`src/rtl/irq_nest_pkg.sv`:
```
package irq_nest_pkg;
  localparam int unsigned DEF_N_SRC   = 16;
  localparam int unsigned DEF_ADDR_W  = 16;
  localparam int unsigned DEF_LVL_SH  = 1;

  // Power-on handler address of table slot idx
  function automatic logic [31:0] slot_init(input logic [31:0] base,
                                            input logic [31:0] step,
                                            input int unsigned idx);
    return base + step * idx;
  endfunction
endpackage

```
`src/rtl/irq_pick.sv`:
```
module irq_pick #(
  parameter int unsigned N_SRC  = 16,
  parameter int unsigned SRC_W  = 4,
  parameter int unsigned LVL_SH = 1,
  parameter int unsigned LVL_W  = 3
) (
  input  logic [N_SRC-1:0] req,
  input  logic             thr_vld,
  input  logic [LVL_W-1:0] thr_lvl,
  output logic             hit,
  output logic [SRC_W-1:0] sel_src,
  output logic [LVL_W-1:0] sel_lvl
);
  logic [N_SRC-1:0] elig;

  // A source may preempt only above the current threshold
  for (genvar g = 0; g < N_SRC; g++) begin : g_elig
    localparam logic [LVL_W-1:0] LV = LVL_W'(g >> LVL_SH);
    assign elig[g] = req[g] && (!thr_vld || (LV > thr_lvl));
  end

  // Strict compare keeps the lower index on a level tie
  always_comb begin
    hit     = 1'b0;
    sel_src = '0;
    sel_lvl = '0;
    for (int i = 0; i < N_SRC; i++) begin
      if (elig[i] && (!hit || (LVL_W'(i >> LVL_SH) > sel_lvl))) begin
        hit     = 1'b1;
        sel_src = SRC_W'(i);
        sel_lvl = LVL_W'(i >> LVL_SH);
      end
    end
  end
endmodule

```
`src/rtl/irq_vec_table.sv`:
```
module irq_vec_table #(
  parameter int unsigned       N_SRC    = 16,
  parameter int unsigned       SRC_W    = 4,
  parameter int unsigned       ADDR_W   = 16,
  parameter logic [31:0]       TBL_BASE = 32'h0100,
  parameter logic [31:0]       TBL_STEP = 32'h4,
  parameter logic [N_SRC-1:0]  RSV_MASK = 16'h8001
) (
  input  logic              clk,
  input  logic              rst_n,
  input  logic              we,
  input  logic [SRC_W-1:0]  widx,
  input  logic [ADDR_W-1:0] wdata,
  input  logic [SRC_W-1:0]  ridx,
  output logic [ADDR_W-1:0] rdata
);
  import irq_nest_pkg::*;

  logic [ADDR_W-1:0] ent [N_SRC];

  for (genvar g = 0; g < N_SRC; g++) begin : g_slot
    localparam logic [ADDR_W-1:0] INIT = ADDR_W'(slot_init(TBL_BASE, TBL_STEP, g));
    if (RSV_MASK[g]) begin : g_rsv
      // Reserved slot: fixed address, not writable
      assign ent[g] = INIT;
    end else begin : g_usr
      logic [ADDR_W-1:0] slot_q, slot_d;
      logic              slot_en;
      assign slot_en = we && (widx == SRC_W'(g));
      always_comb slot_d = slot_en ? wdata : slot_q;
      always_ff @(posedge clk or negedge rst_n) begin
        if (!rst_n) slot_q <= INIT;
        else        slot_q <= slot_d;
      end
      assign ent[g] = slot_q;
    end
  end

  assign rdata = ent[ridx];
endmodule

```
`src/rtl/irq_svc_stack.sv`:
```
module irq_svc_stack #(
  parameter int unsigned N_LVL = 8,
  parameter int unsigned LVL_W = 3
) (
  input  logic             clk,
  input  logic             rst_n,
  input  logic             push,
  input  logic [LVL_W-1:0] push_lvl,
  input  logic             pop,
  output logic [N_LVL-1:0] in_svc,
  output logic             any,
  output logic [LVL_W-1:0] top_lvl
);
  logic [N_LVL-1:0] svc_q, svc_d, pop_mask, push_mask;

  always_comb begin
    top_lvl = '0;
    for (int i = 0; i < N_LVL; i++) begin
      if (svc_q[i]) top_lvl = LVL_W'(i);
    end
  end
  assign any = |svc_q;

  always_comb begin
    pop_mask  = (pop && any) ? (N_LVL'(1) << top_lvl) : '0;
    push_mask = push ? (N_LVL'(1) << push_lvl) : '0;
    svc_d     = (svc_q & ~pop_mask) | push_mask;
  end

  always_ff @(posedge clk or negedge rst_n) begin
    if (!rst_n) svc_q <= '0;
    else        svc_q <= svc_d;
  end

  assign in_svc = svc_q;

  AST_NEST_STRICT: assert property (@(posedge clk) disable iff (!rst_n)
    (push && any) |-> (push_lvl > top_lvl)) else $error("nest not strict");
  AST_EOI_RETIRES: assert property (@(posedge clk) disable iff (!rst_n)
    (pop && any && !push) |=> ($countones(svc_q) + 1 == $countones($past(svc_q))))
    else $error("eoi did not retire one level");
endmodule

```
`src/rtl/irq_nest_ctrl.sv`:
```
module irq_nest_ctrl #(
  parameter int unsigned N_SRC     = irq_nest_pkg::DEF_N_SRC,
  parameter int unsigned ADDR_W    = irq_nest_pkg::DEF_ADDR_W,
  parameter int unsigned LVL_SH    = irq_nest_pkg::DEF_LVL_SH,
  parameter logic [31:0] TBL_BASE  = 32'h0100,
  parameter logic [31:0] TBL_STEP  = 32'h4,
  parameter logic [N_SRC-1:0] RSV_MASK = 16'h8001,
  parameter logic [ADDR_W-1:0] RESET_VEC = 16'hFFFE,
  localparam int unsigned SRC_W    = $clog2(N_SRC),
  localparam int unsigned N_LVL    = N_SRC >> LVL_SH,
  localparam int unsigned LVL_W    = $clog2(N_LVL)
) (
  input  logic              clk,
  input  logic              rst_n,
  input  logic [N_SRC-1:0]  irq_req,
  input  logic              glb_en,
  input  logic              insn_done,
  output logic              take,
  output logic [SRC_W-1:0]  take_id,
  output logic [ADDR_W-1:0] vec_addr,
  input  logic              hnd_reen,
  input  logic              eoi,
  output logic [N_LVL-1:0]  in_svc,
  input  logic              tbl_we,
  input  logic [SRC_W-1:0]  tbl_idx,
  input  logic [ADDR_W-1:0] tbl_data
);
  // Reset: asserted asynchronously, released on the clock
  logic [1:0] rsync_q;
  logic       rst_ns;
  always_ff @(posedge clk or negedge rst_n) begin
    if (!rst_n) rsync_q <= '0;
    else        rsync_q <= {rsync_q[0], 1'b1};
  end
  assign rst_ns = rsync_q[1];

  logic             hit, svc_any, acc;
  logic [SRC_W-1:0] sel_src;
  logic [LVL_W-1:0] sel_lvl, top_lvl;
  logic [ADDR_W-1:0] tbl_rd;

  irq_pick #(.N_SRC(N_SRC), .SRC_W(SRC_W), .LVL_SH(LVL_SH), .LVL_W(LVL_W)) u_pick (
    .req(irq_req), .thr_vld(svc_any), .thr_lvl(top_lvl),
    .hit(hit), .sel_src(sel_src), .sel_lvl(sel_lvl));

  irq_vec_table #(.N_SRC(N_SRC), .SRC_W(SRC_W), .ADDR_W(ADDR_W), .TBL_BASE(TBL_BASE),
                  .TBL_STEP(TBL_STEP), .RSV_MASK(RSV_MASK)) u_tbl (
    .clk(clk), .rst_n(rst_ns), .we(tbl_we), .widx(tbl_idx), .wdata(tbl_data),
    .ridx(sel_src), .rdata(tbl_rd));

  irq_svc_stack #(.N_LVL(N_LVL), .LVL_W(LVL_W)) u_svc (
    .clk(clk), .rst_n(rst_ns), .push(acc), .push_lvl(sel_lvl), .pop(eoi),
    .in_svc(in_svc), .any(svc_any), .top_lvl(top_lvl));

  // Accept state
  logic              ie_q, ie_d, take_q, take_d;
  logic [SRC_W-1:0]  id_q, id_d;
  logic [ADDR_W-1:0] vec_q, vec_d;

  assign acc = insn_done && glb_en && ie_q && hit;

  always_comb begin
    take_d = acc;
    id_d   = acc ? sel_src : id_q;
    vec_d  = acc ? tbl_rd  : vec_q;
    if (acc)                  ie_d = 1'b0;
    else if (eoi || hnd_reen) ie_d = 1'b1;
    else                      ie_d = ie_q;
  end

  always_ff @(posedge clk or negedge rst_ns) begin
    if (!rst_ns) begin
      ie_q   <= 1'b1;
      take_q <= 1'b0;
      id_q   <= '0;
      vec_q  <= RESET_VEC;
    end else begin
      ie_q   <= ie_d;
      take_q <= take_d;
      id_q   <= id_d;
      vec_q  <= vec_d;
    end
  end

  assign take     = take_q;
  assign take_id  = id_q;
  assign vec_addr = vec_q;

  AST_TAKE_PULSE: assert property (@(posedge clk) disable iff (!rst_ns)
    take_q |=> !take_q) else $error("take longer than one cycle");
  AST_TAKE_AFTER_DONE: assert property (@(posedge clk) disable iff (!rst_ns)
    take_q |-> $past(insn_done && glb_en)) else $error("take without completion");
  AST_MASK_ON_TAKE: assert property (@(posedge clk) disable iff (!rst_ns)
    take_q |-> !ie_q) else $error("interrupts not masked after take");
  AST_VEC_HOLD: assert property (@(posedge clk) disable iff (!rst_ns)
    1'b1 |=> (take_q || $stable(vec_q))) else $error("vector moved without take");
endmodule

```
`config.mk`:
```
export PLATFORM = sky130hd
export DESIGN_NAME = irq_nest_ctrl
export DESIGN_NICKNAME = d
export VERILOG_FILES = /design/src/rtl/irq_nest_pkg.sv /design/src/rtl/irq_pick.sv /design/src/rtl/irq_vec_table.sv /design/src/rtl/irq_svc_stack.sv /design/src/rtl/irq_nest_ctrl.sv
export SDC_FILE = /design/constraint.sdc
export NUM_CORES = 1
export LEC_CHECK = 0
export BUFFER_PORTS_ARGS = -buffer_cell sky130_fd_sc_hd__buf_2
export CAP_MARGIN = 5
export CORE_MARGIN = 4
export CORE_UTILIZATION = 35
export CTS_CLUSTER_SIZE = 25
export DETAILED_ROUTE_END_ITERATION = 10
export PLACE_DENSITY_LB_ADDON = 0.08
export SLEW_MARGIN = 20
export SYNTH_ARGS = -nofsm -noshare
export SYNTH_HDL_FRONTEND = slang
export SYNTH_HIERARCHICAL = 1
export SYNTH_SLANG_ARGS = --single-unit
```
`constraint.sdc`:
```
create_clock -name clk -period 11 [get_ports clk]
set_clock_uncertainty 0.2 [all_clocks]
set_input_delay 1.1 -clock clk [delete_from_list [all_inputs] [get_ports clk]]
set_output_delay 1.1 -clock clk [all_outputs]
set_load 0.01 [all_outputs]
```
==> results.sh, run 1 <==
export IMPL_drv_slew=0
export IMPL_slew_headroom_pct=28.1
export IMPL_power_density_nw_per_um2=201
export IMPL_seqPwrFrac_pct=47.1
export IMPL_reg2regPathDepth=14
export IMPL_numCtsBuffers=29
export IMPL_hold_class="in2async"
export IMPL_rsz0062_at_grt="no"
export IMPL_yosysTopAreaCellShare_pct=40.5
export IMPL_drive_gt1_share_pct=51.8
export IMPL_drt_vias_per_instance=5.30
export IMPL_die_y_microns=195
export IMPL_syn_nets=919
export IMPL_crit_top_cell="buf_4"
export IMPL_clock_sinks=256
export IMPL_r2r_start="u_svc/in_svc[3]"
export IMPL_core_area_sq_um=34500
export IMPL_post_drt_wl_per_cell_microns=22.8
export IMPL_worstSetupPathType="reg2reg"
export IMPL_num_vias=7430
export IMPL_wl_met2_microns=15000
export IMPL_startpoint="u_svc/in_svc[3]"
export IMPL_cp_max_fo=44
export IMPL_p_switching_uw=724
export IMPL_antenna_left=0
export IMPL_dr_pass1_iters=4
export IMPL_grt_first_pass_wirelength_microns=50300
export IMPL_htreeDepth=1
export IMPL_arrival_ps=5230
export IMPL_clockBufferDepth=3
export IMPL_die_area_sq_um=38000
export IMPL_drt_wl_total_microns=31900
export IMPL_cts_resized=0
export IMPL_antenna_cells=0
export IMPL_p_sw_share_pct=26.0
export IMPL_routabilityCongestion=0.816
export IMPL_ys_types=57
export IMPL_startpoint_type="register"
export IMPL_wl_met3_microns=1360
export IMPL_power_total_mw=2.79
export IMPL_fin_tns_setup_ps=0
export IMPL_fin_crit_sh_pct=45.1
export IMPL_cts_setup_buffers=0
export IMPL_netlist_top_cells_area="dfrtp_1 41%, mux2_2 22%, dfstp_2 12%"
export IMPL_core_rowCount=68
export IMPL_ys_async_sr_fraction_pct=100
export IMPL_synth_cells=876
export IMPL_final_cells=1402
export IMPL_setup_viol_count_final=0
export IMPL_critPathMaxStageDelay_ps=740
export IMPL_ctsHoldBuffers=0
export IMPL_dpl_hpwl_microns=18800
export IMPL_path_cells="nor2_1 > o31ai_1 > nand2_2 > nor2_2 > o21ai_1 > a221o_1 > a311oi_4 > buf_4 > buf_4 > nand2b_1 > o2bb2ai_1 > or3_1 > a21oi_1 > mux2_4"
export IMPL_dp_cells=1349
export IMPL_p_clk_share_pct=33.8
export IMPL_synthFlopType="dfrtp_1"
export IMPL_p_int_mw=2.06
export IMPL_cp_endpoint="vec_addr[8]"
export IMPL_hold_slack_ps=135
export IMPL_ys_seq_elements=256
export IMPL_nFillCells=3278
export IMPL_synth_common_cells="243 x mux2_2, 198 x dfrtp_1, 58 x dfstp_2"
export IMPL_track_usage_pct=16.8
export IMPL_syn_area_per_cell_sq_um=14.0
export IMPL_synth_area_leader_cell="dfrtp_1"
export IMPL_max_freq_mhz=201
export IMPL_worst_pin_slew_ps=1080
export IMPL_cts_tree="built"
export IMPL_ys_seq_area_share_pct=53.0
export IMPL_root_buffer="clkbuf_16"
export IMPL_start_util_pct=35.5
export IMPL_area_growth_pct=13.5
export IMPL_endpoint_kind="register"
export IMPL_multi_input_area_sq_um=5320
export IMPL_critPathSlowestCell="o31ai_1"
export IMPL_drtIter0Drc=397
export IMPL_io_pins=72
export IMPL_synth_most_common_cell="mux2_2"
export IMPL_die_width_microns=195
export IMPL_drv_cap=0
export IMPL_drc=0
export IMPL_p_leak_nw=5.91
export IMPL_irDropWorstVdd_uv=138
export IMPL_status="finished clean"
export IMPL_synth_edf_count=0
export IMPL_pwr_share_comb_pct=19.1
export IMPL_finalHoldViolations=0
export IMPL_num_nets_final=968
export IMPL_ff_latch_area_sq_um=6480
export IMPL_antenna_found_initial=1
export IMPL_grt_max_degree=135
export IMPL_first_global_vias=7847
export IMPL_routed_top_layer="met5"
export IMPL_clkSlewWorstSetupHoldPaths_ps=60
export IMPL_synth_area_sq_um=12200
export IMPL_synth_warnings=6
export IMPL_portBuffers=71
export IMPL_clock_latency_ps=540
export IMPL_worstReg2RegEnd="vec_addr[8]"
export IMPL_r2r_slack_ps=6040
export IMPL_met1Wirelength_microns=15100
export IMPL_gr_total_overflow=0
export IMPL_fin_crit_ps=4960
export IMPL_critPathRequiredTime_ps=11260
flip-flops by register name, indices dropped and copies added (netlist names):
name / cells
take: 1
rsync_q: 2
u_svc/in_svc: 8
u_tbl/g_slot.g_usr.slot_q: 224
vec_addr: 16
take_id: 4
ie_q: 1
worst min path at each step:
stage          startpoint          to  slack, ps
2_1_floorplan  rsync_q[0]  rsync_q[1]        130
6_report            rst_n  rsync_q[1]        140
3_3_place_gp   rsync_q[0]  rsync_q[1]        140
4_1_cts             rst_n  rsync_q[1]        110
5_1_grt             rst_n  rsync_q[1]        110
3_5_place_dp   rsync_q[0]  rsync_q[1]        140
layout by cell type, fill, tap and decap left out, types with 5 or more instances in the layout:
cell,count
a21oi_1,8
a221oi_1,12
buf_2,71
buf_4,15
clkbuf_1,12
clkbuf_16,29
clkbuf_8,7
dfrtp_1,197
dfstp_2,58
inv_1,21
mux2_2,243
mux2_4,18
mux2i_1,13
mux4_1,8
mux4_2,19
nand2_1,23
nand2b_1,8
nor2_1,9
nor2_2,8
nor2b_1,16
o211ai_1,12
o21a_1,7
o21ai_0,27
o221ai_1,12
o22ai_1,10
o2bb2ai_1,5
o31ai_1,15
power by group through the flow:
stage	Sequential, mW	Combinational [mW]	Clock, mW
after floorplan	1.31	0.402	0
after global placement	1.33	0.533	0
after detailed placement	1.33	0.541	0
after CTS	1.32	0.543	0.979
after global routing	1.34	0.588	1.02
final	1.31	0.533	0.942
kinds of logic (layout without fill, tap and decap cells):
kind of cell	after synthesis	count (layout)	synth area share (%)
other cells	1	1	0.0307
flops	256	256	53.0
buf+inv	91	162	3.87
mux	301	301	30.9
compound gates	131	131	7.70
simple gates	96	96	4.49
area by class of cell:
cell class	instances	share of cell area (%)
repair buffers	87	3.52
clock inverters	5	0.397
multi-input cells	529	38.4
well taps	455	4.11
flip-flops and latches	256	46.8
inverters	22	0.596
clock buffers	48	6.25
through the flow:
| step | cell area [sq um] | worst slack (ps) | utilization [%] |
|---|---|---|---|
| floorplan | 12200 | 3240 | - |
| global placement | 12900 | 6100 | 37.6 |
| detailed placement | 12900 | 5970 | 37.6 |
| CTS | 13900 | 5940 | 40.2 |
| global route | 13900 | 5660 | 40.2 |
| finish | 13900 | 6040 | 40.2 |
worst max-delay path: cells and delay by family (launching register included):
family                 cells  cell delay [ps]
muxes                      1              280
buffers and inverters      2              950
AOI/OAI and AO/OA          6             1830
DFF                        1              450
and+or+nand+nor            5             1120
routing by layer:
metal | vias up | track usage [%]
li1 | 3356 | -
met1 | 3918 | 24.2
met2 | 119 | 27.1
met3 | 35 | 3.00
met4 | 2 | 2.69
met5 | - | 0
(Power assumes the default switching activity.)
==> run 2: changes to the inputs <==
clock period = 4.05 ns   (was 11 ns; I/O delays follow)
==> results.sh, run 2 (synthesis results as in run 1) <==
export IMPL_fin_crit_ps=3820
export IMPL_worstReg2RegEnd="vec_addr[1]"
export IMPL_power_density_nw_per_um2=539
export IMPL_drc=0
export IMPL_p_leak_nw=6.16
export IMPL_path_cells="nor2_2 > nand2_2 > or4b_4 > buf_4 > o31ai_1 > o211ai_1 > a21oi_1 > o21ai_1 > nand2_4 > buf_12 > buf_4 > mux2_2 > a221oi_1 > o31ai_1 > mux2_4"
export IMPL_htreeDepth=1
export IMPL_largest_register_ffs=224
export IMPL_fin_tns_setup_ps=0
export IMPL_status="finished clean"
export IMPL_critPathMaxStageDelay_ps=560
export IMPL_die_y_microns=195
export IMPL_routabilityCongestion=0.808
export IMPL_startpoint="u_svc/in_svc[4]"
export IMPL_track_usage_pct=17.2
export IMPL_clock_latency_ps=560
export IMPL_area_growth_pct=17.2
export IMPL_start_util_pct=35.5
export IMPL_antenna_left=0
export IMPL_root_buffer="clkbuf_16"
export IMPL_gr_total_overflow=0
export IMPL_arrival_ps=4100
export IMPL_dpl_hpwl_microns=20300
export IMPL_utilization_pct=41.6
export IMPL_hold_class="in2reg"
export IMPL_critPathSlowestCell="or4b_4"
export IMPL_drtIter0Drc=396
export IMPL_cp_endpoint="vec_addr[1]"
export IMPL_num_vias=7522
export IMPL_r2r_slack_ps=230
export IMPL_drv_slew=0
export IMPL_post_drt_wl_per_cell_microns=22.8
export IMPL_die_area_sq_um=38000
export IMPL_reg2regPathDepth=15
export IMPL_max_freq_mhz=262
export IMPL_io_pins=72
export IMPL_drv_cap=0
export IMPL_cp_max_fo=31
export IMPL_core_area_sq_um=34500
export IMPL_worst_pin_slew_ps=910
export IMPL_num_nets_final=1007
export IMPL_setup_viol_count_final=0
export IMPL_final_cell_mix="243 x mux2_2, 197 x dfrtp_1, 71 x buf_2"
export IMPL_antenna_found_initial=0
export IMPL_r2r_start="u_svc/in_svc[4]"
export IMPL_numCtsBuffers=30
export IMPL_drive_gt1_share_pct=53.0
export IMPL_multi_input_area_sq_um=5330
export IMPL_endpoint_kind="register"
export IMPL_die_width_microns=195
export IMPL_critPathRequiredTime_ps=4340
export IMPL_cts_tree="built"
export IMPL_grt_max_degree=64
export IMPL_final_common_cell="mux2_2"
export IMPL_regMostFlops="u_tbl/g_slot.g_usr.slot_q"
export IMPL_finalHoldViolations=0
export IMPL_first_global_vias=7889
export IMPL_worstSetupPathType="reg2reg"
export IMPL_nFillCells=3198
export IMPL_fin_crit_sh_pct=94.2
export IMPL_clkSlewWorstSetupHoldPaths_ps=60
export IMPL_dr_pass1_iters=4
export IMPL_ff_latch_area_sq_um=6480
export IMPL_rsz0062_at_grt="no"
export IMPL_drt_vias_per_instance=5.21
export IMPL_drt_wl_total_microns=33000
export IMPL_slew_headroom_pct=39.0
export IMPL_irDropWorstVdd_uv=344
export IMPL_clockBufferDepth=3
export IMPL_core_rowCount=68
export IMPL_portBuffers=71
export IMPL_clock_sinks=256
export IMPL_startpoint_type="register"
export IMPL_antenna_cells=0
export IMPL_grt_first_pass_wirelength_microns=51000
[run 2: final cells by class]
class	instances	area share, %
inverters	22	0.577
flip-flops and latches	256	45.3
clock inverters	8	0.708
clock buffers	48	6.06
repair buffers	125	6.19
multi-input cells	529	37.2
well taps	455	3.97
[run 2: routing by layer]
metal	track usage (%)	vias to the layer above	part of all wire [%]
met5	0	-	0
met2	27.4	114	46
li1	-	3428	-
met4	2.97	0	1.3
met1	25.6	3946	49
met3	2.29	34	3.3
[run 2: how the worst min path moves through the flow]
stage | start | to | slack, ps | depth (start not counted)
2_1_floorplan | rst_n | rsync_q[0] | -90 | 0
3_3_place_gp | rst_n | rsync_q[0] | -8 | 1
3_5_place_dp | rst_n | rsync_q[0] | -4 | 1
4_1_cts | tbl_data[14] | u_tbl/g_slot[13].g_usr.slot_q[14] | 1 | 3
5_1_grt | tbl_data[6] | u_tbl/g_slot[13].g_usr.slot_q[6] | 20 | 3
6_report | tbl_data[15] | u_tbl/g_slot[13].g_usr.slot_q[15] | 20 | 3
[run 2: where the power goes]
group / switching, mW / internal, mW
Sequential: 0.304 / 3.26
Combinational: 0.622 / 0.887
Clock: 1.06 / 1.59
[run 2: through the flow]
step	cell area (sq um)	cells	hold WS [ps]	setup slack (ps)	total power [mW]
2_1_floorplan	12200	876	-90.6	142	4.65
3_3_place_gp	13200	1377	-8.40	65.0	5.09
5_1_grt	14300	1443	16.6	7.64	8.13
4_1_cts	14300	1442	1.20	22.1	7.83
6_report	14300	1443	24.1	233	7.72
3_5_place_dp	13200	1377	-4.34	58.8	5.12
[run 2: repair_timing]
item,in CTS,in global routing
setup buffers,0,1
setup endpoints to repair,0,13
hold endpoints to repair,10,0
hold buffers,9,0
resized for setup,0,3
[run 2: critical path, delay by kind of cell, from the launching register on]
kind | cells | cell delay [ps]
compound gates | 6 | 900
buf+inv | 3 | 630
simple gates | 4 | 950
mux | 2 | 650
flops | 1 | 390
==> run 3: changes to the inputs <==
ABC_AREA = 1   (was default)
CORE_UTILIZATION = 55   (was 35)
==> results.sh, run 3 <==
export IMPL_first_global_vias=10500
export IMPL_dr_pass1_iters=6
export IMPL_ys_types=35
export IMPL_core_area_sq_um=22600
export IMPL_numCtsBuffers=28
export IMPL_synth_area_sq_um=12600
export IMPL_htreeDepth=1
export IMPL_yosysTopAreaCellShare_pct=39.4
export IMPL_crit_top_cell="nand2_1"
export IMPL_drtIter0Drc=1112
export IMPL_fin_ws_ps=517
export IMPL_synth_common_cells="584 x nand2_1, 246 x o21ai_0, 198 x dfrtp_1"
export IMPL_ys_async_sr_fraction_pct=100
export IMPL_fin_crit_ps=3530
export IMPL_hold_slack_ps=37.9
export IMPL_synth_cells=1653
export IMPL_cts_setup_buffers=0
export IMPL_critPathSlowestCell="nor2_1"
export IMPL_clkSlewWorstSetupHoldPaths_ps=60
export IMPL_arrival_ps=3810
export IMPL_ys_seq_elements=256
export IMPL_num_vias=10800
export IMPL_drt_vias_per_instance=5.38
export IMPL_fin_area_sq_um=14200
export IMPL_cts_resized=0
export IMPL_worstSetupPathType="reg2reg"
export IMPL_root_buffer="clkbuf_16"
export IMPL_synth_warnings=6
export IMPL_place_ws_ps=573
export IMPL_synth_edf_count=0
export IMPL_die_area_sq_um=25300
export IMPL_dpl_hpwl_microns=21000
export IMPL_critPathMaxStageDelay_ps=810
export IMPL_portBuffers=71
export IMPL_start_util_pct=55.7
export IMPL_final_common_cell="nand2_1"
export IMPL_area_growth_pct=13.1
export IMPL_cts_tree="built"
export IMPL_num_nets_final=1733
export IMPL_place_area_sq_um=13100
export IMPL_setup_viol_count_final=0
export IMPL_critPathRequiredTime_ps=4330
export IMPL_track_usage_pct=27.3
export IMPL_final_cell_mix="580 x nand2_1, 246 x o21ai_0, 197 x dfrtp_1"
export IMPL_drv_cap=0
export IMPL_ctsHoldBuffers=20
export IMPL_max_freq_mhz=283
export IMPL_final_cells=1997
export IMPL_drt_wl_total_microns=34200
export IMPL_power_density_nw_per_um2=741
export IMPL_antenna_found_initial=0
export IMPL_slew_headroom_pct=28.0
export IMPL_io_pins=72
export IMPL_endpoint_kind="register"
export IMPL_drv_slew=0
export IMPL_hold_class="in2reg"
export IMPL_grt_max_degree=119
export IMPL_drc=0
export IMPL_clock_latency_ps=530
export IMPL_drive_gt1_share_pct=15.0
export IMPL_die_width_microns=159
export IMPL_dp_cells=1925
export IMPL_clockBufferDepth=3
export IMPL_finalHoldViolations=0
export IMPL_regMostFlops="u_tbl/g_slot.g_usr.slot_q"
export IMPL_p_leak_nw=7.11
export IMPL_antenna_left=0
export IMPL_worst_pin_slew_ps=1080
export IMPL_irDropWorstVdd_uv=628
export IMPL_post_drt_wl_per_cell_microns=17.1
export IMPL_fin_crit_sh_pct=87.2
export IMPL_startpoint_type="register"
export IMPL_rsz0062_at_grt="no"
export IMPL_grt_first_pass_wirelength_microns=56500
export IMPL_synth_most_common_cell="nand2_1"
export IMPL_routabilityCongestion=0.866
export IMPL_status="finished clean"
export IMPL_syn_area_per_cell_sq_um=7.60
export IMPL_synthFlopType="dfrtp_1"
export IMPL_die_y_microns=159
export IMPL_largest_register_ffs=224
export IMPL_ys_seq_area_share_pct=51.6
export IMPL_path_cells="nor2_4 > nand2_1 > inv_1 > nand2_1 > o21ai_1 > nand3_1 > nand2_1 > nand2_1 > nand3_1 > nand2_1 > nand2_1 > nand2_1 > nand2_2 > inv_1 > nor2_1 > nand2_1 > nand3_1 > nand3_1 > nand2_1 > nand2_1 > nand2_1"
export IMPL_core_rowCount=55
export IMPL_syn_nets=1696
export IMPL_fin_tns_setup_ps=0
export IMPL_clock_sinks=256
export IMPL_antenna_cells=0
export IMPL_netlist_top_cells_area="dfrtp_1 39%, nand2_1 17%, dfstp_2 12%"
export IMPL_synth_area_leader_cell="dfrtp_1"
export IMPL_gr_total_overflow=0
export IMPL_cp_max_fo=11
## run 3: worst max-delay path, delay by kind of cell, from the launching register on
| kind | cells | cell delay, ps |
|---|---|---|
| AO/OA/AOI/OAI | 1 | 220 |
| AND/OR/NAND/NOR | 18 | 2480 |
| buffers and inverters | 2 | 160 |
| flip-flops | 1 | 420 |
## run 3: path summary, 6_finish.rpt
check | from | end | slack (ps) | cells past startpoint
min in group asynchronous | rsync_q[1] | u_tbl/g_slot[8].g_usr.slot_q[15] | 160 | 0
max in group asynchronous | rsync_q[1] | u_tbl/g_slot[7].g_usr.slot_q[2] | 2480 | 1
max reg2reg | u_svc/in_svc[2] | vec_addr[12] | 520 | 21
max | u_svc/in_svc[2] | vec_addr[12] | 520 | 21
min reg2reg | rsync_q[0] | rsync_q[1] | 150 | 0
min | eoi | u_svc/in_svc[4] | 40 | 4
## run 3: layout make-up
cell class / count / area, sq um
Clock buffer: 46 / 890
Clock inverter: 6 / 55.1
Fill cell: 2037 / 8360
Inverter: 163 / 612
Multi-Input combinational cell: 1125 / 5010
Sequential cell: 256 / 6480
Tap cell: 285 / 357
Timing Repair Buffer: 116 / 806
## run 3: cells by family (layout without fill, tap and decap cells)
group | after synthesis | in the layout | share of synthesized area, %
simple gates | 841 | 841 | 28.0
buf+inv | 272 | 331 | 8.81
compound gates | 283 | 283 | 11.6
flops | 256 | 256 | 51.6
other cells | 1 | 1 | 0.0298
## run 3: routing by layer
layer,vias up,GRT usage (%),share of wire (%)
li1,5271,-,-
met1,5071,38.9,45
met2,344,43.7,45
met3,64,4.45,6.6
met4,0,7.77,2.7
met5,-,0,0
## run 3: where the power goes
| part | switching (mW) | total, mW | internal (mW) | leakage [nW] |
|---|---|---|---|---|
| registers | 0.309 | 3.56 | 3.25 | 3.09 |
| clock network | 1.01 | 2.56 | 1.55 | 0.471 |
| logic | 2.95 | 4.40 | 1.46 | 3.55 |
## run 3: through the flow
step	total power [mW]	utilization, %
floorplan	6.73	-
global placement	7.89	57.8
detailed placement	7.96	57.9
CTS	10.6	62.9
global route	11.4	62.9
finish	10.5	62.9
